==> config.mk <==
export PLATFORM = sky130hd
export DESIGN_NAME = i2c_byte_master
export DESIGN_NICKNAME = d
export VERILOG_FILES = /design/src/rtl/i2ct_pkg.sv /design/src/rtl/i2ct_sync.sv /design/src/rtl/i2ct_engine.sv /design/src/rtl/i2c_byte_master.sv
export SDC_FILE = /design/constraint.sdc
export NUM_CORES = 1
export LEC_CHECK = 0
export ABC_AREA = 1
export ABC_CLOCK_PERIOD_IN_PS = 2300
export BUFFER_PORTS_ARGS = -buffer_cell sky130_fd_sc_hd__buf_4
export CORE_MARGIN = 3
export CORE_UTILIZATION = 40
export DETAILED_ROUTE_END_ITERATION = 10
export HOLD_SLACK_MARGIN = 0.06
export PLACE_DENSITY = 0.57
export SLEW_MARGIN = 20
export SYNTH_ARGS = -nofsm -noshare
export SYNTH_HDL_FRONTEND = slang
export SYNTH_HIERARCHICAL = 1
export SYNTH_SLANG_ARGS = --single-unit
==> constraint.sdc <==
create_clock -name clk -period 2.3 [get_ports clk]
set_clock_uncertainty 0.05 [all_clocks]
set_input_delay 0.115 -clock clk [delete_from_list [all_inputs] [get_ports clk]]
set_output_delay 0.115 -clock clk [all_outputs]
set_load 0.005 [all_outputs]
==> src/rtl/i2ct_pkg.sv <==
package i2ct_pkg;

    localparam int FRAME_BITS = 8;

    localparam logic [1:0] RA_CTRL = 2'd0;
    localparam logic [1:0] RA_STAT = 2'd1;
    localparam logic [1:0] RA_DATA = 2'd2;

    localparam int CB_IRQEN = 7;
    localparam int CB_MST   = 6;
    localparam int CB_TX    = 5;
    localparam int CB_ACKEN = 4;
    localparam int CB_BUSY  = 2;
    localparam int CB_STOP  = 0;

    localparam int SB_FRAME = 7;
    localparam int SB_START = 6;

    typedef enum logic [3:0] {
        ST_IDLE,
        ST_STA_H,
        ST_STA_L,
        ST_PARK,
        ST_BIT_L,
        ST_BIT_H,
        ST_STO_L,
        ST_STO_H,
        ST_STO_R
    } eng_state_t;

    typedef struct packed {
        logic irq_en;
        logic master;
        logic tx;
        logic ack_en;
        logic rsv3;
        logic busy;
        logic rsv1;
        logic stop;
    } ctrl_view_t;

    typedef struct packed {
        logic       frame;
        logic       start;
        logic [4:0] rsv;
        logic       ack;
    } stat_view_t;

    function automatic logic waits_for_high(eng_state_t s);
        return (s == ST_STA_H) || (s == ST_BIT_H) || (s == ST_STO_H);
    endfunction

endpackage

==> src/rtl/i2ct_sync.sv <==
module i2ct_sync #(
    parameter int WIDTH  = 2,
    parameter int STAGES = 2
) (
    input  logic             clk,
    input  logic             rst,
    input  logic [WIDTH-1:0] d,
    output logic [WIDTH-1:0] q
);
    logic [WIDTH-1:0] stage [STAGES];

    genvar g;
    generate
        for (g = 0; g < STAGES; g++) begin : g_stage
            if (g == 0) begin : g_first
                always_ff @(posedge clk) begin
                    if (rst) stage[0] <= '1;
                    else     stage[0] <= d;
                end
            end else begin : g_next
                always_ff @(posedge clk) begin
                    if (rst) stage[g] <= '1;
                    else     stage[g] <= stage[g-1];
                end
            end
        end
    endgenerate

    assign q = stage[STAGES-1];
endmodule

==> src/rtl/i2ct_engine.sv <==
module i2ct_engine
    import i2ct_pkg::*;
#(
    parameter int PHASE_CLKS = 8
) (
    input  logic                  clk,
    input  logic                  rst,
    input  logic                  start_req,
    input  logic                  stop_req,
    input  logic                  load,
    input  logic [FRAME_BITS-1:0] tx_byte,
    input  logic                  scl_s,
    output logic                  scl_oe,
    output logic                  sda_oe,
    output logic                  bus_busy,
    output logic                  parked,
    output logic                  take,
    output logic                  evt_start,
    output logic                  evt_frame
);
    localparam int CW = $clog2(PHASE_CLKS + 1);
    localparam int BW = $clog2(FRAME_BITS + 1);
    localparam logic [CW-1:0] CNT_LAST = CW'(PHASE_CLKS - 1);
    localparam logic [BW-1:0] ACK_SLOT = BW'(FRAME_BITS);

    eng_state_t            state, nxt;
    logic [CW-1:0]         cnt;
    logic [FRAME_BITS-1:0] shreg;
    logic [BW-1:0]         bidx;
    logic                  hold_off;
    logic                  phase_end;

    assign hold_off  = waits_for_high(state) && !scl_s;
    assign phase_end = !hold_off && (cnt == CNT_LAST);

    always_comb begin
        nxt = state;
        case (state)
            ST_IDLE:  if (start_req) nxt = ST_STA_H;
            ST_STA_H: if (phase_end) nxt = ST_STA_L;
            ST_STA_L: if (phase_end) nxt = ST_PARK;
            ST_PARK: begin
                if (stop_req)  nxt = ST_STO_L;
                else if (load) nxt = ST_BIT_L;
            end
            ST_BIT_L: if (phase_end) nxt = ST_BIT_H;
            ST_BIT_H: if (phase_end) nxt = (bidx == ACK_SLOT) ? ST_PARK : ST_BIT_L;
            ST_STO_L: if (phase_end) nxt = ST_STO_H;
            ST_STO_H: if (phase_end) nxt = ST_STO_R;
            ST_STO_R: if (phase_end) nxt = ST_IDLE;
            default:  nxt = ST_IDLE;
        endcase
    end

    always_ff @(posedge clk) begin
        if (rst) begin
            state <= ST_IDLE;
            cnt   <= '0;
        end else begin
            state <= nxt;
            if (nxt != state)               cnt <= '0;
            else if (!hold_off && !phase_end) cnt <= cnt + 1'b1;
        end
    end

    always_ff @(posedge clk) begin
        if (rst) begin
            shreg <= '0;
            bidx  <= '0;
        end else if (state == ST_PARK && nxt == ST_BIT_L) begin
            shreg <= tx_byte;
            bidx  <= '0;
        end else if (state == ST_BIT_H && nxt == ST_BIT_L) begin
            shreg <= {shreg[FRAME_BITS-2:0], 1'b0};
            bidx  <= bidx + 1'b1;
        end
    end

    always_comb begin
        scl_oe = (state == ST_STA_L) || (state == ST_PARK) ||
                 (state == ST_BIT_L) || (state == ST_STO_L);
        case (state)
            ST_STA_H, ST_STA_L, ST_STO_L, ST_STO_H: sda_oe = 1'b1;
            ST_BIT_L, ST_BIT_H: sda_oe = (bidx != ACK_SLOT) && !shreg[FRAME_BITS-1];
            default: sda_oe = 1'b0;
        endcase
    end

    assign bus_busy  = (state != ST_IDLE);
    assign parked    = (state == ST_PARK);
    assign take      = parked && !stop_req && load;
    assign evt_start = (state == ST_IDLE) && start_req;
    assign evt_frame = (state == ST_BIT_L) && phase_end && (bidx == ACK_SLOT);

    // run length of the current SCL drive level, saturating
    logic [CW-1:0] run;
    logic          scl_prev;
    always_ff @(posedge clk) begin
        if (rst) begin
            run      <= '0;
            scl_prev <= 1'b0;
        end else begin
            scl_prev <= scl_oe;
            if (scl_oe != scl_prev)           run <= CW'(1);
            else if (run != CW'(PHASE_CLKS))  run <= run + 1'b1;
        end
    end

    a_r5_phase_len: assert property (@(posedge clk) disable iff (rst)
        (scl_oe != $past(scl_oe)) |-> (run >= CW'(PHASE_CLKS)));

    a_r4_sda_still_high: assert property (@(posedge clk) disable iff (rst)
        (state == ST_BIT_H && $past(state) == ST_BIT_H) |-> $stable(sda_oe));

    a_r8_park_low: assert property (@(posedge clk) disable iff (rst)
        (parked && !load) |=> scl_oe);

endmodule

==> src/rtl/i2c_byte_master.sv <==
module i2c_byte_master
    import i2ct_pkg::*;
#(
    parameter int PHASE_CLKS = 8
) (
    input  logic       clk,
    input  logic       rst,
    input  logic       reg_wr,
    input  logic [1:0] reg_addr,
    input  logic [7:0] reg_wdata,
    output logic [7:0] reg_rdata,
    output logic       irq,
    input  logic       scl_in,
    input  logic       sda_in,
    output logic       scl_oe,
    output logic       sda_oe
);
    logic [1:0] lines_s;
    logic       scl_s, sda_s;

    i2ct_sync #(.WIDTH(2), .STAGES(2)) i_sync (
        .clk (clk),
        .rst (rst),
        .d   ({scl_in, sda_in}),
        .q   (lines_s)
    );
    assign scl_s = lines_s[1];
    assign sda_s = lines_s[0];

    logic wr_ctrl, wr_stat, wr_data;
    assign wr_ctrl = reg_wr && (reg_addr == RA_CTRL);
    assign wr_stat = reg_wr && (reg_addr == RA_STAT);
    assign wr_data = reg_wr && (reg_addr == RA_DATA);

    logic irq_en, master_sel, tx_sel, ack_en, stop_ctl;
    logic frame_flag, start_flag, ack_bit;
    logic [FRAME_BITS-1:0] data_reg;
    logic tx_pend;

    logic bus_busy, parked, take, evt_start, evt_frame;
    logic start_req, stop_req;

    assign start_req = wr_ctrl && reg_wdata[CB_BUSY] && !reg_wdata[CB_STOP] &&
                       reg_wdata[CB_MST] && reg_wdata[CB_TX] && !bus_busy;
    assign stop_req  = wr_ctrl && !reg_wdata[CB_BUSY] && !reg_wdata[CB_STOP] && parked;

    i2ct_engine #(.PHASE_CLKS(PHASE_CLKS)) i_engine (
        .clk       (clk),
        .rst       (rst),
        .start_req (start_req),
        .stop_req  (stop_req),
        .load      (tx_pend),
        .tx_byte   (data_reg),
        .scl_s     (scl_s),
        .scl_oe    (scl_oe),
        .sda_oe    (sda_oe),
        .bus_busy  (bus_busy),
        .parked    (parked),
        .take      (take),
        .evt_start (evt_start),
        .evt_frame (evt_frame)
    );

    always_ff @(posedge clk) begin
        if (rst) begin
            irq_en     <= 1'b0;
            master_sel <= 1'b0;
            tx_sel     <= 1'b0;
            ack_en     <= 1'b0;
            stop_ctl   <= 1'b0;
        end else if (wr_ctrl) begin
            irq_en     <= reg_wdata[CB_IRQEN];
            master_sel <= reg_wdata[CB_MST];
            tx_sel     <= reg_wdata[CB_TX];
            ack_en     <= reg_wdata[CB_ACKEN];
            stop_ctl   <= reg_wdata[CB_STOP];
        end
    end

    always_ff @(posedge clk) begin
        if (rst) begin
            frame_flag <= 1'b0;
            start_flag <= 1'b0;
        end else begin
            if (evt_frame || evt_start)  frame_flag <= 1'b1;
            else if (wr_stat)            frame_flag <= frame_flag && reg_wdata[SB_FRAME];
            if (evt_start)               start_flag <= 1'b1;
            else if (wr_stat)            start_flag <= start_flag && reg_wdata[SB_START];
        end
    end

    always_ff @(posedge clk) begin
        if (rst)                                 ack_bit <= 1'b0;
        else if (wr_ctrl && !reg_wdata[CB_ACKEN]) ack_bit <= 1'b0;
        else if (evt_frame)                      ack_bit <= sda_s;
    end

    always_ff @(posedge clk) begin
        if (rst) begin
            data_reg <= '0;
            tx_pend  <= 1'b0;
        end else begin
            if (wr_data) data_reg <= reg_wdata;
            if (wr_data && bus_busy)  tx_pend <= 1'b1;
            else if (take || stop_req) tx_pend <= 1'b0;
        end
    end

    ctrl_view_t cview;
    stat_view_t sview;
    always_comb begin
        cview        = '0;
        cview.irq_en = irq_en;
        cview.master = master_sel;
        cview.tx     = tx_sel;
        cview.ack_en = ack_en;
        cview.busy   = bus_busy;
        cview.stop   = stop_ctl;
        sview        = '0;
        sview.frame  = frame_flag;
        sview.start  = start_flag;
        sview.ack    = ack_bit;
        case (reg_addr)
            RA_CTRL: reg_rdata = cview;
            RA_STAT: reg_rdata = sview;
            RA_DATA: reg_rdata = data_reg;
            default: reg_rdata = '0;
        endcase
    end

    assign irq = frame_flag && irq_en;

    a_r2_start_shape: assert property (@(posedge clk) disable iff (rst)
        $rose(bus_busy) |-> (!scl_oe && sda_oe && start_flag));

    a_r3_mode_gate: assert property (@(posedge clk) disable iff (rst)
        (wr_ctrl && reg_wdata[CB_BUSY] && !reg_wdata[CB_STOP] &&
         !(reg_wdata[CB_MST] && reg_wdata[CB_TX]) && !bus_busy) |=> !bus_busy);

    a_r7_flag_on_rise: assert property (@(posedge clk) disable iff (rst)
        $rose(frame_flag) |-> !scl_oe);

    a_r9_flag_clear: assert property (@(posedge clk) disable iff (rst)
        (wr_stat && !reg_wdata[SB_FRAME] && !evt_frame && !evt_start) |=> !frame_flag);

    a_r11_stop_release: assert property (@(posedge clk) disable iff (rst)
        $fell(bus_busy) |-> (!scl_oe && !sda_oe));

    a_r12_idle_quiet: assert property (@(posedge clk) disable iff (rst)
        (wr_data && !bus_busy && !start_req) |=> !scl_oe);

endmodule

==> results.ini <==
[yosys]
netlist_area_mm2 = 0.00238
synth_flop_cell = dfxtp_1
synth_most_common_cell = nand2_1
netlist_top_cells_area = dfxtp_1, nand2_1, inv_1
synth_cells = 313
ys_ff_latch = 41
yosysSeqAreaShare_pct = 34.4
syn_avg_cell_area_um2 = 7.62
synth_common_cells = nand2_1, inv_1, dfxtp_1
ys.warnings.count = 6
synth_top_area_share_pct = 34.4
synth_largest_area_cell = dfxtp_1
synth.net_count = 331
synthArstFlopShare_pct = 0
synth-edff-count = 0
ys_types = 41

[layout]
area_delta_synth_final_pct = 23.6
drive_gt1_share_pct = 30.6
stdcell_count = 438
antenna-diode-count = 0
nets = 383
multi_input_comb_area_mm2 = 0.00131
filler_cell_count = 541
seq_area_um2 = 825

[worst_setup_path]
reg2reg_to = i_engine/shreg[7]
reg2regPathDepth = 15
startpoint = i_engine/state[3]
crit_path_end = i_engine/shreg[7]
critPathArrivalTime_ns = 2.29
r2r-start = i_engine/state[3]
r2r_slack_ns = 0.20
crit_slowest_cell = dfxtp_1
path_class = reg -> reg
cp_max_fo = 6
worstPathRequired_ns = 2.49
crit_path_end_kind = flip-flop
cp-start-kind = flip-flop
crit_path_max_incr_delay_ns = 0.33
worstPathCellList = nor2_2, buf_4, nand2_1, inv_1, nand3_1, nor3_2, nand3_1, o21ai_2, a21oi_2, nand2_4, nor2_8, nand3_4, buf_4, nand3_2, a21oi_2

[min_path]
hold_path_depth = 3
min_path_type = in -> reg

[floorplanning]
die-area_mm2 = 0.00692
ios = 26
core_mm2 = 0.00564
initial_core_util_pct = 42.2
rows = 27
fp.dieW_um = 83.2
die_h_um = 83.2

[place]
dp.final_hpwl_um = 4050
gp_congestion = 0.905
post-place-ws_ns = 0.0148
dp.cells = 413
port_buffers = 25

[sta]
fin_ws_ns = 0.199
fin_setup_tns_ns = 0
finalSetupViolCount = 0
hold_violations = 0
fmax_mhz = 476
drv_slew = 0
whs_ns = 0.0930
tightest_slew_ns = 0.359
period_minus_slack_ns = 2.10
relSlewSlack_pct = 76.0
post-route-period-util_pct = 91.3

[clock_network]
cts_tree = done
cts_made_buffers = 5
htree_levels = 2
cts-root-buf = clkbuf_8
clk_latency_ns = 0.30
clkTransAtPathRegs_ns = 0.08
cts.sinks = 41
clk_path_buf_depth = 2

[run_status]
status = finished, final reports clean

[grt]
grt_pass1_wl_um = 9250
track_usage_pct = 16.1
first_global_vias = 2053
grt_max_degree = 23
antenna_found_initial = 0
grt-ovfl-total = 0

[pwr]
ir_drop_mv = 0.245
p_per_area_mw_per_mm2 = 459
leakage_nw = 1.30
power.total_w = 0.00135

[drt]
wl_per_cell_um = 12.4
drc = 0
firstDrtPassIters = 4
drt_iter0_markers = 99
wl_um = 5420
antenna_left = 0
vias = 2131
vias_per_cell = 4.87

[flow_run]
cap_violations = 0

## routing by layer
layer  part of all wire (%)  vias up  track usage (%)
li1                       -     1130                -
met1                     46      953             20.6
met2                     49       41             27.6
met3                    3.8        7             2.88
met4                    1.3        0             4.90
met5                      0        -                0
## power by group
group          total [W]  internal, W  switching [W]
clock           0.000473     0.000215       0.000258
combinational   0.000140    0.0000640      0.0000756
sequential      0.000740     0.000729      0.0000112
total            0.00135      0.00101       0.000345
## cell type report
cell class                 instances  area share, %
inverter                          53           6.84
sequential                        41           28.0
tap                               72           3.06
timing repair buffer              53           14.8
multi-input combinational        211           44.5
clock inverter                     1          0.255
clock buffer                       7           2.59
## cells by family after synthesis
family                     after synthesis  synth area share, %
buffers and inverters                   61                 11.0
adders and majority gates                3                 1.57
DFF                                     41                 34.4
and+or+nand+nor                        144                 32.8
muxes                                    2                0.840
AOI/OAI and AO/OA                       57                 17.5
xor gates and xnor gates                 5                 1.84
## worst max-delay path: cells and delay by family, from the launching register on
family	cells	cell delay, ns
buffers and inverters	3	0.37
and+or+nand+nor	9	0.98
AOI/OAI and AO/OA	3	0.31
DFF	1	0.33
## worst min-delay path by stage
stage / startpoint / to / slack [ns]
after floorplan: sda_in / i_sync/stage[0][0] / 0.16
after global placement: scl_in / i_sync/stage[0][1] / 0.24
after detailed placement: scl_in / i_sync/stage[0][1] / 0.25
after CTS: reg_addr[1] / tx_pend / 0.08
after global routing: reg_addr[1] / tx_pend / 0.1
final: reg_addr[1] / tx_pend / 0.09
## stage by stage
step / utilization, % / area (um^2)
2_1_floorplan: - / 2380
3_3_place_gp: 47.5 / 2680
3_5_place_dp: 47.5 / 2680
4_1_cts: 51.4 / 2900
5_1_grt: 52.2 / 2950
6_report: 52.2 / 2950
## layout by cell type (no fill, tap or decap), types with 2 or more instances in the layout
cell type,instances
dlygate4sd3_1,10
nor3_2,3
nand2_1,64
inv_2,10
nand3_1,17
ha_1,3
nand2_4,4
nor3_1,4
o2111ai_1,6
buf_4,42
clkbuf_8,5
nand4_1,3
o21ai_0,8
dfxtp_1,38
o22ai_1,3
nand3_4,2
a21oi_2,7
a21oi_1,18
dfxtp_2,3
xnor2_1,2
clkbuf_1,2
xor2_1,3
nor2_1,23
nand3_2,6
a211oi_2,8
nor2_2,2
inv_1,42
mux2i_1,2
nor2_4,2
o211ai_1,4
nand2_2,8
## repair_timing
item,CTS,global route
setup buffers,3,4
hold endpoints to repair,10,0
hold buffers,10,0
pin swaps,0,2
gates resized for setup,0,9
endpoints found under the setup margin,1,16
No activity file was read; power rests on OpenSTA's default activity.
